### src/rtl/m35_pkg.sv
package m35_pkg;

  // Next phase of a wrap-around counter that runs 1..period
  function automatic int unsigned phase_after(int unsigned p, int unsigned period);
    return (p >= period) ? 32'd1 : p + 32'd1;
  endfunction

  // A value is taken when any divisor flag is set
  function automatic logic any_hit(logic [1:0] flags);
    return |flags;
  endfunction

endpackage

### src/rtl/mod_ticker.sv
module mod_ticker #(
  parameter int unsigned PERIOD = 3
) (
  input  logic clk,
  input  logic rst,
  input  logic adv,
  output logic at_top
);
  import m35_pkg::*;

  localparam int unsigned PW = $clog2(PERIOD + 1);

  logic [PW-1:0] phase;

  always_ff @(posedge clk) begin
    if (rst)      phase <= PW'(1);
    else if (adv) phase <= PW'(phase_after(32'(phase), PERIOD));
  end

  assign at_top = (32'(phase) == PERIOD);

endmodule

### src/rtl/count_walker.sv
module count_walker #(
  parameter int unsigned LIMIT = 1000,
  parameter int unsigned W     = 32
) (
  input  logic         clk,
  input  logic         rst,
  input  logic         adv,
  output logic [W-1:0] value,
  output logic         below
);
  localparam logic [W-1:0] LIM = W'(LIMIT);

  always_ff @(posedge clk) begin
    if (rst)      value <= W'(1);
    else if (adv) value <= value + W'(1);
  end

  assign below = (value < LIM);

endmodule

### src/rtl/sum_acc.sv
module sum_acc #(
  parameter int unsigned W = 32
) (
  input  logic         clk,
  input  logic         rst,
  input  logic         add_en,
  input  logic [W-1:0] addend,
  output logic [W-1:0] total
);
  always_ff @(posedge clk) begin
    if (rst)         total <= '0;
    else if (add_en) total <= total + addend;
  end
endmodule

### src/rtl/mult35_sum.sv
module mult35_sum #(
  parameter int unsigned LIMIT = 1000,
  parameter int unsigned W     = 32
) (
  input  logic         clk,
  input  logic         rst,
  input  logic         en,
  output logic [W-1:0] total,
  output logic         done
);
  import m35_pkg::*;

  localparam int unsigned NDIV = 2;
  localparam int unsigned PERIODS [NDIV] = '{3, 5};
  localparam logic [W-1:0] LIM = W'(LIMIT);

  logic [W-1:0]    count_val;
  logic            below;
  logic [NDIV-1:0] hit_vec;
  logic            adv;
  logic            add_en;
  logic            finish_now;

  // Named events used by the checker
  assign adv        = en & ~done & below;
  assign add_en     = adv & any_hit(hit_vec);
  assign finish_now = en & ~done & (~below | (count_val == LIM - W'(1)));

  for (genvar g = 0; g < NDIV; g++) begin : g_div
    mod_ticker #(.PERIOD(PERIODS[g])) u_tick (
      .clk    (clk),
      .rst    (rst),
      .adv    (adv),
      .at_top (hit_vec[g])
    );
  end

  count_walker #(.LIMIT(LIMIT), .W(W)) u_walk (
    .clk   (clk),
    .rst   (rst),
    .adv   (adv),
    .value (count_val),
    .below (below)
  );

  sum_acc #(.W(W)) u_acc (
    .clk    (clk),
    .rst    (rst),
    .add_en (add_en),
    .addend (count_val),
    .total  (total)
  );

  always_ff @(posedge clk) begin
    if (rst)             done <= 1'b0;
    else if (finish_now) done <= 1'b1;
  end

endmodule

### config.mk
export PLATFORM = sky130hd
export DESIGN_NAME = mult35_sum
export DESIGN_NICKNAME = d
export VERILOG_FILES = /design/src/rtl/m35_pkg.sv /design/src/rtl/mod_ticker.sv /design/src/rtl/count_walker.sv /design/src/rtl/sum_acc.sv /design/src/rtl/mult35_sum.sv
export SDC_FILE = /design/constraint.sdc
export NUM_CORES = 1
export LEC_CHECK = 0
export ABC_AREA = 1
export BUFFER_PORTS_ARGS = -buffer_cell sky130_fd_sc_hd__buf_2
export CAP_MARGIN = 20
export CORE_MARGIN = 8
export CORE_UTILIZATION = 40
export CTS_CLUSTER_SIZE = 24
export DETAILED_ROUTE_END_ITERATION = 16
export GPL_TIMING_DRIVEN = 0
export PLACE_DENSITY = 0.55
export RECOVER_POWER = 25
export SLEW_MARGIN = 20
export SYNTH_ARGS = -nofsm -noshare
export SYNTH_HDL_FRONTEND = slang
export SYNTH_SLANG_ARGS = --single-unit
### constraint.sdc
create_clock -name clk -period 2.62 [get_ports clk]
set_clock_uncertainty 0.1 [all_clocks]
set_input_delay 0.786 -clock clk [delete_from_list [all_inputs] [get_ports clk]]
set_output_delay 0.786 -clock clk [all_outputs]
set_load 0.01 [all_outputs]
# After elaboration in Yosys (flattened, before gate mapping)
# Cells that the tools add are included.
# word_totals
reg_bits	70
in_bits	3
output_inout_bits	33
wordCells	25
# op_classes
add_sub_neg	4
magnitude_cmp	3
eq_ne	3
muxes	2
n_bitwise	7
reduce_logical	1
# op_table
operator	n
$add A32 B1 Y32 const B	1
$add A32 B32 Y32	1
$eq A32 B10 Y1 const B	1
$lt A32 B10 Y1 const B	1
$and A1 B1 Y1	4
$add A3 B1 Y3 const B	1
$eq A3 B3 Y1 const B	1
$ge A3 B3 Y1 const B	1
$mux W3	1
$add A2 B1 Y2 const B	1
$eq A2 B2 Y1 const B	1
$ge A2 B2 Y1 const B	1
$mux W2	1
$not A1 Y1	2
$reduce_or A2 Y1	1
$or A1 B1 Y1	1

# Logic depth before layout (Yosys ltp)
# Gate-level depths: netlist of the first run.
# logic_depth
ltp_word	4
ltp_mapped	14
ltp_nobuf	14

# Hierarchy
# Synthesis of the first run repeated with hierarchy kept, for this count alone.
# unflattened
hier_cells	1057
hier_area_um2	5958.2
# by_module_without_submodules
module	instances	cells_per_inst	area_each_um2	seq_area_each_um2
sum_acc	1	677	3594.7	640.6
count_walker	1	276	1815.5	640.6
mult35_sum	1	58	250.2	20.0
mod_ticker (g_div[1].u_tick)	1	31	190.2	60.1
mod_ticker (g_div[0].u_tick)	1	15	107.6	40.0

# Worst setup path after synthesis of the first run
# No wires, ideal clock.
# synth_timing
kind	reg2reg
from	reg u_acc.total[0]
to	reg u_acc.total[24]
setup_time_ns	0.109
arrival_time_ns	1.750
required_ns	2.411
slack_ns	0.660
path_stages_with_launch	15
path_buffers	0
synth_period_minus_slack_ns	1.960
path_cell_list	dfxtp_1 -> ha_1 -> fa_1 -> nand3_1 -> nand3_1 -> nand2_1 -> nand2_1 -> nand2_1 -> nand2_1 -> nand2_1 -> nand2_1 -> nand2_1 -> nand3_1 -> nand2_1 -> inv_1
# synth_via
elab_chain_cells	1
# synth_rtl
element	line	text
start: declaration	sum_acc.sv:8	output logic [W-1:0] total
start signal: assignment	sum_acc.sv:12	else if (add_en) total <= total + addend;
$add A32 B32 Y32	sum_acc.sv:12	
# No other way between the ends.
# A chain may end at the register's enable or synchronous reset.

# Worst setup path in the final report of the first run
# layout_timing
from	reg u_walk.value[0]
to	reg u_acc.total[24]
# layout_via
elab_chain_cells	3
word_cells_on_any_way	4
classes_between	1 x add/sub; 1 x order compare; 2 x bitwise
# layout_rtl
element	line	text
start: declaration	count_walker.sv:8	output logic [W-1:0] value,
start signal: assignment	count_walker.sv:15	else if (adv) value <= value + W'(1);
$lt A32 B10 Y1	count_walker.sv:18	assign below = (value < LIM);
$and A1 B1 Y1	mult35_sum.sv:25	assign adv = en & ~done & below;
$and A1 B1 Y1	mult35_sum.sv:26	assign add_en = adv & any_hit(hit_vec);
# Several ways; a longest one is shown, not always the timed one.

==> results of run 1 <==
[layer usage]
metal  up-vias  share of wire [%]  global-route usage [%]
met5         -                  0                       0
met4         0                1.8                   6.993
met3        18                4.1                   2.912
met2        77                 43                   28.25
met1      2142                 51                   24.33
li1       2649                  -                       -
[state kept, by name, summed over array words and instances (netlist names)]
register and flops:
done 1, u_acc.total 32, u_walk.value 32, g_div.u_tick.phase 5
[cell type report]
class	instances	area (sq um)
Fill cell	1397	6789
Clock inverter	7	41.29
Sequential cell	70	1401
Timing Repair Buffer	35	145.1
Tap cell	172	215.2
Clock buffer	9	225.2
Inverter	180	676.9
Buffer	15	100.1
Multi-Input combinational cell	576	2820
[how the worst min path moves through the flow]
stage | startpoint | endpoint | depth (start not counted) | slack, ps
6_report | u_walk.value[31] | u_walk.value[31] | 2 | 350
2_1_floorplan | u_walk.value[21] | u_walk.value[21] | 2 | 320
4_1_cts | u_walk.value[22] | u_walk.value[22] | 2 | 350
5_1_grt | u_walk.value[22] | u_walk.value[22] | 2 | 380
3_3_place_gp | u_walk.value[23] | u_walk.value[23] | 2 | 340
3_5_place_dp | u_walk.value[22] | u_walk.value[22] | 2 | 340
[per-stage QoR]
step	hold slack, ps	cell area [sq um]	util (%)	total power, mW	instances
after floorplan	319.9	5001	-	1.366	841
after global placement	341.9	5391	43.43	1.464	1048
after detailed placement	343.8	5391	43.43	1.471	1048
after CTS	353.5	5658	45.58	2.607	1064
after global routing	381.3	5625	45.31	2.692	1064
final	349.3	5625	45.31	2.571	1064
[cell families after synthesis]
kind of cell | synth area share, %
xor+xnor | 2.977
buf+inv | 15.54
compound gates | 8.582
simple gates | 35.48
fa+ha+maj | 9.407
flops | 28.02
[synthesized netlist by cell type, drive strengths merged (5+ instances only)]
library cell,count,share of area (%)
xor2,15,2.6
o21ai,20,2.0
nand3,47,4.7
dfxtp,70,28
nand4,8,1.0
clkbuf,5,0.38
inv,179,13
nor3,15,1.5
a21oi,58,5.8
nor2,88,6.8
nand2,277,21
ha,36,9.0
buf,10,1.6
[critical path: stages, from the launching register on]
cell and delay (ps):
dfxtp_1 350, ha_1 260, fa_1 470, nand3_1 130
nand3_1 150, nand2_1 100, nand2_1 90, nand2_1 80
nand2_1 100, nand2_1 120, nand2_1 50, nand2_1 50
nand3_1 90, nand2_1 70, inv_1 40
[power by group]
| part | switching, mW | leakage (nW) | internal, mW | total (mW) |
|---|---|---|---|---|
| logic | 0.189 | 2.39 | 0.109 | 0.298 |
| registers | 0.0395 | 0.568 | 1.10 | 1.14 |
| clock network | 0.497 | 0.135 | 0.633 | 1.13 |
==> impl_metrics.toml, run 1 <==
[outcome]
status = "finished, final reports clean"

[sta]
slew_headroom_pct = 54.12
finalSetupViolations = 0
timing.final.crit_share_pct = 89.49
rsz0062_at_grt = "no"
worstMarginPinSlew_ps = 688.2
final.setup.tns_ps = 0
period_minus_slack_ps = 2345
finalHoldViolations = 0
slew_violations = 0
layout_setup_ws_ps = 275.4
max_freq_mhz = 426.5

[cts]
numCtsBuffers = 9
clock_latency_ps = 350
clk_pin_slew_ps = 60
post_cts_resized = 0
cts_tree = "done"
clock_sinks = 70
cts_buffer_depth = 2
hold_buffers = 0
cts-htree-levels = 3
post_cts_buffers = 0
cts_root_buffer = "clkbuf_16"

[yosys]
async_flop_share_pct = 0
synth_edf_count = 0
syn_inst = 841
yosys_warnings = 0
syn_nets = 881
synthDistinctLibCells = 31
synth_flop_cell = "dfxtp_1"
ys_ff_latch = 70
synth_area_sq_um = 5001
yosysSeqAreaShare_pct = 28.02
syn_avg_cell_area_sq_um = 5.947

[floorplan]
die_w_um = 127.8
start_util_pct = 40.28
rows = 41
die_height_um = 127.8
dieArea_sq_um = 16340
design.core.area_sq_um = 12410
top_level_ports = 36

[setup_path]
cp.arrival_ps = 2490
reg2reg_to = "u_acc.total[24]"
setup.worst_path.start = "u_walk.value[0]"
r2r_cells = 14
crit_required_ps = 2760
path_max_fanout = 5
rrSetupSlack_ps = 280
start_kind = "flip-flop"
critPathCapture = "u_acc.total[24]"
rr_startpoint = "u_walk.value[0]"
endpoint_kind = "flip-flop"
crit_type = "flip-flop to flip-flop"

[detailed_routing]
drtIter0Drc = 327
drc_errors = 0
ant_nets = 0
via_count = 4886
dr.pass1.iters = 5
wirelength_um = 14150
drt-vias-per-instance = 4.592
post_drt_wl_per_cell_um = 13.30

[global_route]
grtUsageTotal_pct = 18.08
overflow = 0
antenna_found_initial = 0
grt_pass1_vias = 4676
grt_pass1_wl_um = 23120
grt_max_degree = 13

[cells_and_area]
area_growth_pct = 12.48
drive_above_1_share_pct = 4.709
antenna_cells = 0
nets = 927
layout_commonest_cell = "nand2_1"
final_cell_mix = "nand2_1 (276), inv_1 (176), nor2_1 (87), dfxtp_1 (70), a21oi_1 (58)"

[placed_design]
gp_congestion = 0.8825
hpwl_um = 11410
pre_cts_ws_ps = 305.6
io_buffers = 35

[pwr]
ir_drop_mv = 0.2361
pwr_density_cell_nw_per_um2 = 457.0
leakage_nw = 3.090

[run]
max-cap-violations = 0

[hold_path]
hold_path_class = "flip-flop to flip-flop"
No activity file was read; power rests on OpenSTA's default activity.
==> inputs of run 2 (changes only) <==
- CORE_UTILIZATION: 40 -> 60
- PLACE_DENSITY: 0.55 -> 0.79
==> run 2 against run 1 <==
  * Global-route usage up 5.2 points
  * Critical path depth unchanged
  * First-iteration DRC count down 8.3%
  * Sequential power about the same
  * Sequential share of layout area up 0.60 points
  * Worst hold slack better by 9.3 ps
  * Clock power down 18%
  * Final area down 2.3%
  * Sequential cell count unchanged
  * Count of clock-buffer cells in the layout up 2
  * Routed wire length down 5.8%
  * Via count up 4.6%
  * Critical endpoint unchanged
  * Largest power group unchanged
  * Highest routed layer unchanged
==> impl_metrics.toml, run 2 (synthesized netlist as in run 1, its figures left out) <==
[detailed_routing]
post_drt_wl_per_cell_um = 13.37
via_count = 5111
met2_length_um = 5850
ant_nets = 0
met3_wirelength_um = 782
drtIter0Drc = 300
top_layer = "met4"
drt-vias-per-instance = 5.126
wl_met1_um = 6351
dr.pass1.iters = 5
drc_errors = 0
wirelength_um = 13330

[cts]
hold_buffers = 0
clk_pin_slew_ps = 80
clock_sinks = 70
cts_root_buffer = "clkbuf_8"
post_cts_buffers = 0
cts_buffer_depth = 2
post_cts_resized = 0
numCtsBuffers = 9
cts_tree = "done"
cts-htree-levels = 3
clock_latency_ps = 350

[sta]
slew_headroom_pct = 55.41
worstMarginPinSlew_ps = 668.9
finalHoldViolations = 0
period_minus_slack_ps = 2398
rsz0062_at_grt = "no"
slew_violations = 0
finalSetupViolations = 0
timing.final.crit_share_pct = 91.52
max_freq_mhz = 417.0
final.setup.tns_ps = 0

[hold_path]
hold_path_class = "flip-flop to flip-flop"
hp-start = "u_walk.value[31]"

[placed_design]
gp_congestion = 0.9620
hpwl_um = 10720
io_buffers = 35

[pwr]
leakage_nw = 3.094
pwr_density_cell_nw_per_um2 = 430.5
ir_drop_mv = 0.4122

[setup_path]
max_stage_delay_ps = 480
crit_slowest_cell = "fa_1"
start_kind = "flip-flop"
endpoint_kind = "flip-flop"
cp.arrival_ps = 2540
cpLargestDelayFamily = "simple AND/OR/NAND/NOR gates"
critPathMostFrequentCell = "nand2_1"
rr_startpoint = "u_walk.value[0]"
cp_num_buf_inv = 1
rrSetupSlack_ps = 220
crit_chain = "ha_1, fa_1, nand3_1, nand3_1, nand2_1, nand2_1, nand2_1, nand2_1, nand2_1, nand2_1, nand2_1, nand3_1, nand2_1, inv_1"
path_max_fanout = 5
crit_required_ps = 2760
crit_type = "flip-flop to flip-flop"
setup.worst_path.start = "u_walk.value[0]"

[cells_and_area]
layout_commonest_cell = "nand2_1"
antenna_cells = 0
area_growth_pct = 9.857
biggestRegsByFlops = "u_acc.total (32), u_walk.value (32), g_div.u_tick.phase (5)"
nets = 927
final_cell_mix = "nand2_1 (276), inv_1 (176), nor2_1 (86), dfxtp_1 (70), a21oi_1 (58)"
utilization_pct = 67.54
drive_above_1_share_pct = 5.605

[floorplan]
start_util_pct = 61.48
top_level_ports = 36
dieArea_sq_um = 11510
die_height_um = 107.3
die_w_um = 107.3
design.core.area_sq_um = 8134
rows = 33

[global_route]
grt_pass1_wl_um = 21560
grtUsageTotal_pct = 23.32
grt_pass1_vias = 4680
antenna_found_initial = 0
grt_max_degree = 13
overflow = 0

[run]
max-cap-violations = 0

[outcome]
status = "finished, final reports clean"
## run 2: cell count changes in the layout (fill, tap and decap cells not counted), moves of 3 or more
cell       before  now
clkbuf_8        0   11
clkinv_2        6    3
buf_2          13   20
clkbuf_1       29   23
clkbuf_16       9    0
## run 2: power breakdown
group          internal (mW)  switching [mW]  total, mW
clock                  0.492           0.437      0.929
sequential              1.10          0.0375       1.14
combinational          0.109           0.187      0.296
## run 2: worst reg2reg max path: cells and delay by family, from the launching register on
kind / cells / cell delay (ps)
AND/OR/NAND/NOR: 11 / 1080
adder cells (fa/ha/maj): 2 / 730
flip-flops: 1 / 350
buffers and inverters: 1 / 40
## run 2: path summary, 6_finish.rpt
| kind | to | cells past startpoint |
|---|---|---|
| min reg2reg | u_walk.value[31] | 2 |
| max reg2reg | u_acc.total[24] | 14 |
| min | u_walk.value[31] | 2 |
| max | u_acc.total[24] | 14 |
## run 2: per-layer routing
metal / vias to the layer above / global-route usage, %
met5: - / 0
met4: 0 / 9.447
met3: 29 / 2.575
met2: 158 / 38.13
met1: 2275 / 30.52
li1: 2649 / -
## run 2: layout make-up
class / instances / area, sq um
sequential: 70 / 1401
clock inverter: 5 / 56.30
tap: 105 / 131.4
inverter: 180 / 676.9
multi-input combinational: 576 / 2823
timing repair buffer: 35 / 153.9
buffer: 15 / 100.1
fill: 764 / 2640
clock buffer: 11 / 151.4
## run 2: per-stage QoR
stage	worst slack (ps)	cells	hold WS (ps)	total power [mW]	instance area, sq um
floorplan	660.5	841	319.9	1.366	5001
global placement	321.1	981	340.4	1.454	5308
detailed placement	284.5	981	345.0	1.463	5308
CTS	257.2	997	357.9	2.375	5515
global route	25.01	997	374.6	2.451	5494
finish	222.2	997	358.5	2.365	5494
==> inputs of run 3 (changes only) <==
- RECOVER_POWER: 25 -> not set
==> run 3 against run 2 <==
  * Final cell count did not move
  * Critical endpoint unchanged
  * Largest cell class unchanged
  * Non-clock buffer count did not move
  * Global-route usage did not move
==> impl_metrics.toml, run 3 (synthesized netlist as in run 1, its figures left out) <==
[setup_path]
path_max_fanout = 5
start_kind = "flip-flop"
rrSetupSlack_ps = 220
r2r_cells = 14
endpoint_kind = "flip-flop"
rr_startpoint = "u_walk.value[0]"
crit_required_ps = 2760
cp.arrival_ps = 2530
reg2reg_to = "u_acc.total[24]"
crit_type = "flip-flop to flip-flop"

[cells_and_area]
area_growth_pct = 10.28
ff_latch_area_sq_um = 1401
layout_commonest_cell = "nand2_1"
fillCellCount = 756
biggestRegsByFlops = "u_acc.total (32), u_walk.value (32), g_div.u_tick.phase (5)"
antenna_cells = 0
fin_area_sq_um = 5515
drive_above_1_share_pct = 7.511
nets = 927
final_cell_mix = "nand2_1 (276), inv_1 (176), nor2_1 (86), dfxtp_1 (70), a21oi_1 (58)"
multi_input_area_sq_um = 2823

[detailed_routing]
post_drt_wl_per_cell_um = 13.32
drt-vias-per-instance = 5.134
dr.pass1.iters = 5
wirelength_um = 13280
drc_errors = 0
ant_nets = 0
drtIter0Drc = 301
via_count = 5119

[run]
max-cap-violations = 0

[floorplan]
start_util_pct = 61.48
die_w_um = 107.3
rows = 33
top_level_ports = 36
design.core.area_sq_um = 8134
die_height_um = 107.3
dieArea_sq_um = 11510

[global_route]
grtUsageTotal_pct = 23.32
grt_max_degree = 13
grt_pass1_vias = 4680
grt_pass1_wl_um = 21560
overflow = 0
antenna_found_initial = 0

[sta]
final.setup.tns_ps = 0
rsz0062_at_grt = "no"
slew_headroom_pct = 55.12
worstMarginPinSlew_ps = 673.2
timing.final.crit_share_pct = 91.50
finalSetupViolations = 0
max_freq_mhz = 417.1
slew_violations = 0
layout_setup_ws_ps = 222.7
finalHoldViolations = 0
period_minus_slack_ps = 2397

[placed_design]
gp_congestion = 0.9620
pre_cts_ws_ps = 284.5
hpwl_um = 10720
dpl-instance-area_sq_um = 5308
io_buffers = 35

[pwr]
ir_drop_mv = 0.4098
pwr_density_cell_nw_per_um2 = 428.5
leakage_nw = 3.164
p_total_mw = 2.363

[cts]
clk_pin_slew_ps = 80
cts_buffer_depth = 2
post_cts_resized = 0
clock_latency_ps = 350
cts_tree = "done"
cts-htree-levels = 3
hold_buffers = 0
numCtsBuffers = 9
clock_sinks = 70
post_cts_buffers = 0
cts_root_buffer = "clkbuf_8"

[hold_path]
hp-start = "u_walk.value[31]"
min_to = "u_walk.value[31]"
hold_path_class = "flip-flop to flip-flop"
min_path_cells = 2

[outcome]
status = "finished, final reports clean"
run 3: cell types whose count changed in the layout (fill, tap and decap cells not counted), sizes merged:
cell	delta
buf	+18
clkbuf	-18
run 3: layout make-up:
| cell class | count | share of cell area [%] |
|---|---|---|
| tap | 105 | 2.382 |
| clock buffer | 11 | 2.745 |
| sequential | 70 | 25.41 |
| buffer | 15 | 1.815 |
| clock inverter | 5 | 1.021 |
| multi-input combinational | 576 | 51.18 |
| inverter | 180 | 12.27 |
| timing repair buffer | 35 | 3.176 |
run 3: where the power goes:
part	leakage (nW)	internal, mW	switching [mW]	total, mW
registers	0.568	1.10	0.0370	1.14
logic	2.49	0.113	0.187	0.300
clock network	0.106	0.492	0.432	0.924
run 3: per-stage QoR:
| stage | cells | hold WS (ps) | util (%) |
|---|---|---|---|
| after floorplan | 841 | 319.9 | - |
| after global placement | 981 | 340.4 | 65.25 |
| after detailed placement | 981 | 345.0 | 65.25 |
| after CTS | 997 | 357.9 | 67.81 |
| after global routing | 997 | 374.6 | 67.81 |
| final | 997 | 358.2 | 67.81 |
run 3: worst max-delay path: stages, from the launching register on:
cell and delay [ps]:
dfxtp_1 350, ha_1 250, fa_1 480, nand3_1 130, nand3_1 160, nand2_1 100, nand2_1 90, nand2_1 90
nand2_1 100, nand2_1 110, nand2_1 60, nand2_1 60, nand3_1 100, nand2_1 80, inv_1 40
run 3: how the worst max path moves through the flow:
stage | from | to | slack, ps | depth (start not counted)
final | u_walk.value[0] | u_acc.total[24] | 220 | 14
after global routing | u_walk.value[0] | u_acc.total[24] | 20 | 14
after CTS | u_walk.value[0] | u_acc.total[24] | 260 | 14
after detailed placement | u_walk.value[0] | u_acc.total[24] | 280 | 14
after global placement | u_walk.value[0] | u_acc.total[24] | 320 | 14
after floorplan | u_acc.total[0] | u_acc.total[24] | 660 | 14
run 3: per-layer routing:
metal	part of all wire, %	track usage (%)	wire [um]	up-vias
met2	44	38.13	5833	156
li1	-	-	-	2650
met4	2.6	9.447	342	0
met5	0	0	0	-
met3	5.6	2.575	749	27
met1	48	30.52	6353	2286
